`config.mk`:
```
export PLATFORM = sky130hd
export DESIGN_NAME = erase_cmd_seq
export DESIGN_NICKNAME = d
export VERILOG_FILES = /design/src/rtl/erase_seq_pkg.sv /design/src/rtl/erase_seq_ctrl.sv /design/src/rtl/erase_seq_dp.sv /design/src/rtl/erase_cmd_seq.sv
export SDC_FILE = /design/constraint.sdc
export NUM_CORES = 1
export LEC_CHECK = 0
export BUFFER_PORTS_ARGS = -buffer_cell sky130_fd_sc_hd__buf_2
export CAP_MARGIN = 20
export CORE_MARGIN = 4
export CORE_UTILIZATION = 41
export CTS_CLUSTER_DIAMETER = 50
export DETAILED_ROUTE_END_ITERATION = 10
export PLACE_DENSITY = 0.76
export REMOVE_ABC_BUFFERS = 1
export SLEW_MARGIN = 20
export SYNTH_ARGS = -nofsm -noshare
export SYNTH_HDL_FRONTEND = slang
export SYNTH_SLANG_ARGS = --single-unit
```
`constraint.sdc`:
```
create_clock -name clk -period 2.9 [get_ports clk]
set_clock_uncertainty 0.15 [all_clocks]
set_input_delay 0.145 -clock clk [delete_from_list [all_inputs] [get_ports clk]]
set_output_delay 0.145 -clock clk [all_outputs]
set_load 0.02 [all_outputs]
```
`src/rtl/erase_seq_pkg.sv`:
```
package erase_seq_pkg;

  localparam logic [7:0] CMD_UNLOCK_A = 8'hAA;
  localparam logic [7:0] CMD_UNLOCK_B = 8'h55;
  localparam logic [7:0] CMD_SETUP    = 8'h80;
  localparam logic [7:0] CMD_CONFIRM  = 8'h30;

  typedef enum logic [2:0] {
    ST_READ,    // expect first unlock
    ST_GOT1,    // expect second unlock
    ST_GOT2,    // expect setup
    ST_GOT3,    // expect first unlock again
    ST_GOT4,    // expect second unlock again
    ST_GOT5,    // expect first confirm
    ST_WINDOW,  // collection window open
    ST_ERASE    // handed to erase engine
  } seqState_t;

  typedef struct packed {
    logic clrMask;
    logic setBit;
    logic clrTimer;
    logic incTimer;
    logic fireStart;
  } seqCtl_t;

endpackage

```
`src/rtl/erase_seq_ctrl.sv`:
```
module erase_seq_ctrl
  import erase_seq_pkg::*;
#(
  parameter int ADDR_W    = 12,
  parameter bit WORD_MODE = 1'b1
) (
  input  logic              clk,
  input  logic              rstN,
  input  logic              wrEn,
  input  logic [ADDR_W-1:0] wrAddr,
  input  logic [7:0]        wrData,
  input  logic              timerExpired,
  input  logic              eraseDone,
  output seqCtl_t           ctl,
  output logic              inWindow,
  output logic              inErase
);

  localparam logic [ADDR_W-1:0] UNLOCK_ADDR1 = WORD_MODE ? ADDR_W'(12'h555) : ADDR_W'(12'hAAA);
  localparam logic [ADDR_W-1:0] UNLOCK_ADDR2 = WORD_MODE ? ADDR_W'(12'h2AA) : ADDR_W'(12'h555);

  seqState_t state, nextState;

  logic hitUnlockA, hitUnlockB, hitSetup, hitConfirm;
  assign hitUnlockA = (wrAddr == UNLOCK_ADDR1) && (wrData == CMD_UNLOCK_A);
  assign hitUnlockB = (wrAddr == UNLOCK_ADDR2) && (wrData == CMD_UNLOCK_B);
  assign hitSetup   = (wrAddr == UNLOCK_ADDR1) && (wrData == CMD_SETUP);
  assign hitConfirm = (wrData == CMD_CONFIRM);

  always_comb begin
    nextState = state;
    ctl       = '0;
    unique case (state)
      ST_READ: if (wrEn && hitUnlockA) nextState = ST_GOT1;
      ST_GOT1: if (wrEn) nextState = hitUnlockB ? ST_GOT2 : ST_READ;
      ST_GOT2: if (wrEn) nextState = hitSetup   ? ST_GOT3 : ST_READ;
      ST_GOT3: if (wrEn) nextState = hitUnlockA ? ST_GOT4 : ST_READ;
      ST_GOT4: if (wrEn) nextState = hitUnlockB ? ST_GOT5 : ST_READ;
      ST_GOT5: begin
        if (wrEn) begin
          if (hitConfirm) begin
            nextState    = ST_WINDOW;
            ctl.setBit   = 1'b1;
            ctl.clrTimer = 1'b1;
          end else begin
            nextState = ST_READ;
          end
        end
      end
      ST_WINDOW: begin
        if (wrEn) begin
          ctl.clrTimer = 1'b1;
          if (hitConfirm) begin
            ctl.setBit = 1'b1;
          end else begin
            ctl.clrMask = 1'b1;
            nextState   = ST_READ;
          end
        end else if (timerExpired) begin
          ctl.fireStart = 1'b1;
          nextState     = ST_ERASE;
        end else begin
          ctl.incTimer = 1'b1;
        end
      end
      ST_ERASE: begin
        if (eraseDone) begin
          ctl.clrMask = 1'b1;
          nextState   = ST_READ;
        end
      end
      default: nextState = ST_READ;
    endcase
  end

  always_ff @(posedge clk) begin
    if (!rstN) state <= ST_READ;
    else       state <= nextState;
  end

  assign inWindow = (state == ST_WINDOW);
  assign inErase  = (state == ST_ERASE);

  // host writes never pull the sequencer out of erasing
  assert_erase_holds_R10: assert property (@(posedge clk) disable iff (!rstN)
    (inErase && !eraseDone) |=> inErase);

  // a failed unlock step always lands in read-array mode
  assert_abort_to_read_R4: assert property (@(posedge clk) disable iff (!rstN)
    (state == ST_GOT1 && wrEn && !hitUnlockB) |=> (state == ST_READ));

endmodule

```
`src/rtl/erase_seq_dp.sv`:
```
module erase_seq_dp
  import erase_seq_pkg::*;
#(
  parameter int ADDR_W     = 12,
  parameter int NUM_BLOCKS = 8,
  parameter int BLK_LSB    = 9,
  parameter int TIMEOUT    = 20
) (
  input  logic                  clk,
  input  logic                  rstN,
  input  seqCtl_t               ctl,
  input  logic [ADDR_W-1:0]     wrAddr,
  output logic [NUM_BLOCKS-1:0] mask,
  output logic                  timerExpired,
  output logic                  startPulse
);

  localparam int BLK_W = (NUM_BLOCKS > 1) ? $clog2(NUM_BLOCKS) : 1;
  localparam int CNT_W = (TIMEOUT > 1) ? $clog2(TIMEOUT) : 1;
  localparam logic [CNT_W-1:0] CNT_LAST = CNT_W'(TIMEOUT - 1);

  logic [BLK_W-1:0] blkIdx;
  logic [CNT_W-1:0] count;

  assign blkIdx = wrAddr[BLK_LSB +: BLK_W];

  for (genvar b = 0; b < NUM_BLOCKS; b++) begin : g_blk
    always_ff @(posedge clk) begin
      if (!rstN || ctl.clrMask)
        mask[b] <= 1'b0;
      else if (ctl.setBit && (blkIdx == BLK_W'(b)))
        mask[b] <= 1'b1;
    end
  end

  always_ff @(posedge clk) begin
    if (!rstN || ctl.clrTimer) count <= '0;
    else if (ctl.incTimer)     count <= count + 1'b1;
  end

  always_ff @(posedge clk) begin
    if (!rstN) startPulse <= 1'b0;
    else       startPulse <= ctl.fireStart;
  end

  assign timerExpired = (count == CNT_LAST);

  // the window counter never runs past its last value
  assert_timer_bound_R6: assert property (@(posedge clk) disable iff (!rstN)
    count <= CNT_LAST);

  // collecting a block never drops one already chosen
  assert_mask_keeps_R5: assert property (@(posedge clk) disable iff (!rstN)
    (ctl.setBit && !ctl.clrMask) |=> ((mask & $past(mask)) == $past(mask)));

endmodule

```
`src/rtl/erase_cmd_seq.sv`:
```
module erase_cmd_seq
  import erase_seq_pkg::*;
#(
  parameter int ADDR_W     = 12,
  parameter int NUM_BLOCKS = 8,
  parameter int BLK_LSB    = ADDR_W - ((NUM_BLOCKS > 1) ? $clog2(NUM_BLOCKS) : 1),
  parameter int TIMEOUT    = 20,
  parameter bit WORD_MODE  = 1'b1
) (
  input  logic                  clk,
  input  logic                  rstN,
  input  logic                  wrEn,
  input  logic [ADDR_W-1:0]     wrAddr,
  input  logic [7:0]            wrData,
  input  logic                  eraseDone,
  output logic [NUM_BLOCKS-1:0] eraseMask,
  output logic                  eraseStart,
  output logic                  busy,
  output logic                  statusMode,
  output logic                  timerBit
);

  seqCtl_t ctl;
  logic    timerExpired, inWindow, inErase;

  erase_seq_ctrl #(.ADDR_W(ADDR_W), .WORD_MODE(WORD_MODE)) ctrl_i (
    .clk(clk), .rstN(rstN), .wrEn(wrEn), .wrAddr(wrAddr), .wrData(wrData),
    .timerExpired(timerExpired), .eraseDone(eraseDone),
    .ctl(ctl), .inWindow(inWindow), .inErase(inErase)
  );

  erase_seq_dp #(.ADDR_W(ADDR_W), .NUM_BLOCKS(NUM_BLOCKS), .BLK_LSB(BLK_LSB),
                 .TIMEOUT(TIMEOUT)) dp_i (
    .clk(clk), .rstN(rstN), .ctl(ctl), .wrAddr(wrAddr),
    .mask(eraseMask), .timerExpired(timerExpired), .startPulse(eraseStart)
  );

  assign busy       = inErase;
  assign timerBit   = inErase;
  assign statusMode = inWindow | inErase;

  // the start strobe marks the first busy cycle and lasts one cycle
  assert_start_on_rise_R8: assert property (@(posedge clk) disable iff (!rstN)
    $rose(busy) |-> eraseStart);
  assert_start_single_R8: assert property (@(posedge clk) disable iff (!rstN)
    eraseStart |=> !eraseStart);

  // erasing is never started with an empty block set
  assert_busy_has_blocks_R3: assert property (@(posedge clk) disable iff (!rstN)
    busy |-> (eraseMask != '0));

  // done empties the set and releases busy
  assert_done_clears_R9: assert property (@(posedge clk) disable iff (!rstN)
    (busy && eraseDone) |=> (!busy && eraseMask == '0 && !statusMode));

endmodule

```
==> impl_metrics.tcl <==
set metrics [dict create \
    outcome "complete, no violations" \
    grt_use_met1 0.2092 \
    slew_headroom 0.5999 \
    grt_pass1_wl_um 4471 \
    period_minus_slack_ns 2.247 \
    place_congestion 0.8617 \
    synth_compound_area_frac 0.1871 \
    grt_pass1_vias 1034 \
    synth_top_family_by_area "simple AND/OR/NAND/NOR gates" \
    yosysSeqAreaShare 0.3200 \
    crit_type "flip-flop to flip-flop" \
    tightestPinTransition_ns 0.5962 \
    powerDensity_mw_per_mm2 311.3 \
    port_buffers 35 \
    met2_usage 0.2681 \
    cts_root_buffer "clkbuf_4" \
    synth.avg_cell_area_sq_um 8.508 \
    diodes 0 \
    synth_fa_ha_area_frac 0.01176 \
    start_kind "flip-flop" \
    start_util 0.4293 \
    critPathArrivalTime_ns 2.34 \
    grt_start_max_net_pins 17 \
    clkLatencyLatePin_ns 0.29 \
    grt_util_met3 0.02851 \
    end_kind "flip-flop" \
    cts_max_path_buffers 2 \
    cts_tree "built" \
    yosys.area_share.simple 0.3929 \
    drv_cap 0 \
    setup_slack_ns 0.6531 \
    num_rows 18 \
    synthFlopType "dfxtp_1" \
    cts_hold_buf 4 \
    synth_seq_cells 17 \
    yosys_warnings 0 \
    hold_end "dp_i.mask[1]$_SDFFE_PP0P_" \
    drt_wl_total_um 2636 \
    p_leak_nw 0.5445 \
    muxShareOfSynthArea 0.009412 \
    drtPass1Iterations 4 \
    power_uw 409.0 \
    drt_iter0_markers 21 \
    rsz0062_at_grt "false" \
    fin_nets 189 \
    crit_path_max_fanout 13 \
    synth_edf_count 0 \
    die_y_um 58.93 \
    h-tree-depth 1 \
    die_area_sq_mm 0.003473 \
    r2r_start "ctrl_i.state[1]$_SDFFE_PN0P_" \
    synthXorXnorAreaFrac 0.03294 \
    hold_path_class "input port to flip-flop" \
    ios 36 \
    slew_viol_final 0 \
    hold_start "wrAddr[11]" \
    cts_setup_buffers 0 \
    vias_per_cell 5.575 \
    vdd_drop_max_mv 0.2668 \
    setup_tns_ns 0 \
    path_clk_slew_ns 0.11 \
    rr_worst_depth 6 \
    gr-total-overflow 0 \
    synthCells 125 \
    postRouteAntennaNets 0 \
    place_ws_ns 1.050 \
    fmax_mhz 445.0 \
    clock-sinks 17 \
    worstPathRequired_ns 2.99 \
    postPlaceCellArea_sq_mm 0.001246 \
    r2r_end "dp_i.mask[7]$_SDFFE_PP0P_" \
    drive_above_1_share 0.3129 \
    areaGrowthSynthToFinish_pct 23.53 \
    antenna_found_initial 0 \
    r2r_slack_ns 0.65 \
    stdcell_area_sq_mm 0.001314 \
    synthArstFlopShare 0 \
    busiest_layer "met2" \
    cts-resized-gates 0 \
    drc 0 \
    grt.total_usage 0.1643 \
    yosysUniqueCellTypes 37 \
    cts_buffers 3 \
    finalHoldViolCount 0 \
    whs_ns 0.1062 \
    place_hpwl_um 2101 \
    avgRoutedWirePerCell_um 13.66 \
    final.period_utilization 0.7748 \
    vias 1076 \
    whs_path_depth 4 \
    die_w_um 58.93 \
    finalSetupViolCount 0 \
    synth_area_sq_mm 0.001064 \
    coreArea_sq_mm 0.002477 \
]
registers in the layout, indices dropped and copies added, names as in the netlist:
signal	cells
ctrl_i.state	3
dp_i.mask	8
dp_i.startPulse	1
dp_i.count	5
kinds of logic after synthesis:
family                     Yosys count
AOI/OAI and AO/OA                   28
xor gates and xnor gates             4
adders and majority gates            1
buffers and inverters               10
DFF                                 17
muxes                                1
and+or+nand+nor                     64
per-layer routing:
metal	share of wire	vias up
met5	0	-
met4	0.022	0
met3	0.060	7
met2	0.49	34
met1	0.43	494
li1	-	541
layout by cell type, fill, tap and decap left out, types with 3 or more instances in the layout:
| cell | netlist | routed |
|---|---|---|
| and4b_1 | 3 | 3 |
| nor2b_1 | 5 | 5 |
| nand4_1 | 3 | 3 |
| clkbuf_4 | 0 | 3 |
| nand3_1 | 5 | 5 |
| a211oi_1 | 3 | 3 |
| nor2_1 | 23 | 23 |
| buf_2 | 3 | 35 |
| inv_1 | 5 | 5 |
| nand2_1 | 4 | 4 |
| a21oi_1 | 10 | 10 |
| xor2_1 | 3 | 3 |
| a31oi_1 | 4 | 4 |
| nor3_2 | 3 | 3 |
| dfxtp_1 | 17 | 17 |
| nor4bb_1 | 5 | 5 |
| dlygate4sd3_1 | 0 | 4 |
final cells by class:
class | count | area, sq um
Tap cell | 30 | 37.54
Clock inverter | 1 | 5.005
Timing Repair Buffer | 39 | 215.2
Fill cell | 248 | 1164
Sequential cell | 17 | 340.3
Multi-Input combinational cell | 98 | 674.4
Clock buffer | 3 | 22.52
Inverter | 5 | 18.77
stage by stage:
| stage | cells | util |
|---|---|---|
| after global placement | 185 | 0.5030 |
| after detailed placement | 185 | 0.5030 |
| after global routing | 193 | 0.5303 |
| after CTS | 193 | 0.5303 |
| after floorplan | 120 | - |
| final | 193 | 0.5303 |
synth_stat cells, types with 3 or more instances:
cell type / number / area (sq um)
a211oi_1: 3 / 22.52
a21oi_1: 10 / 50.05
a31oi_1: 4 / 25.02
and4b_1: 3 / 30.03
buf_2: 3 / 15.01
dfxtp_1: 17 / 340.3
inv_1: 5 / 18.77
nand2_1: 4 / 15.01
nand3_1: 5 / 25.02
nand4_1: 3 / 18.77
nor2_1: 23 / 86.33
nor2b_1: 5 / 31.28
nor3_2: 3 / 30.03
nor4bb_1: 5 / 50.05
xor2_1: 3 / 26.28
power by group:
part           total (mW)  internal [mW]  switching (mW)
Clock               0.128         0.0513          0.0772
Sequential          0.233          0.233    0.0000000475
Combinational      0.0472         0.0227          0.0245
Total               0.409          0.307           0.102
worst max-delay path: stages (launching register included):
cell and delay (ns):
dfxtp_1 0.57, nor2b_1 0.31, o211ai_2 0.17, nor3_2 0.25, a31oi_1 0.11, dlygate4sd3_1 0.56
nor2_1 0.08
worst max-delay path by stage:
| stage | start | endpoint | depth (start not counted) |
|---|---|---|---|
| after floorplan | dp_i.count[0]$_SDFFE_PP0P_ | ctrl_i.state[2]$_SDFFE_PN0P_ | 6 |
| after global placement | dp_i.count[0]$_SDFFE_PP0P_ | ctrl_i.state[2]$_SDFFE_PN0P_ | 6 |
| after detailed placement | dp_i.count[0]$_SDFFE_PP0P_ | ctrl_i.state[2]$_SDFFE_PN0P_ | 6 |
| after CTS | ctrl_i.state[1]$_SDFFE_PN0P_ | dp_i.mask[7]$_SDFFE_PP0P_ | 6 |
| after global routing | ctrl_i.state[1]$_SDFFE_PN0P_ | dp_i.mask[7]$_SDFFE_PP0P_ | 6 |
| final | ctrl_i.state[1]$_SDFFE_PN0P_ | dp_i.mask[7]$_SDFFE_PP0P_ | 6 |
No activity file was read; power rests on OpenSTA's default activity.
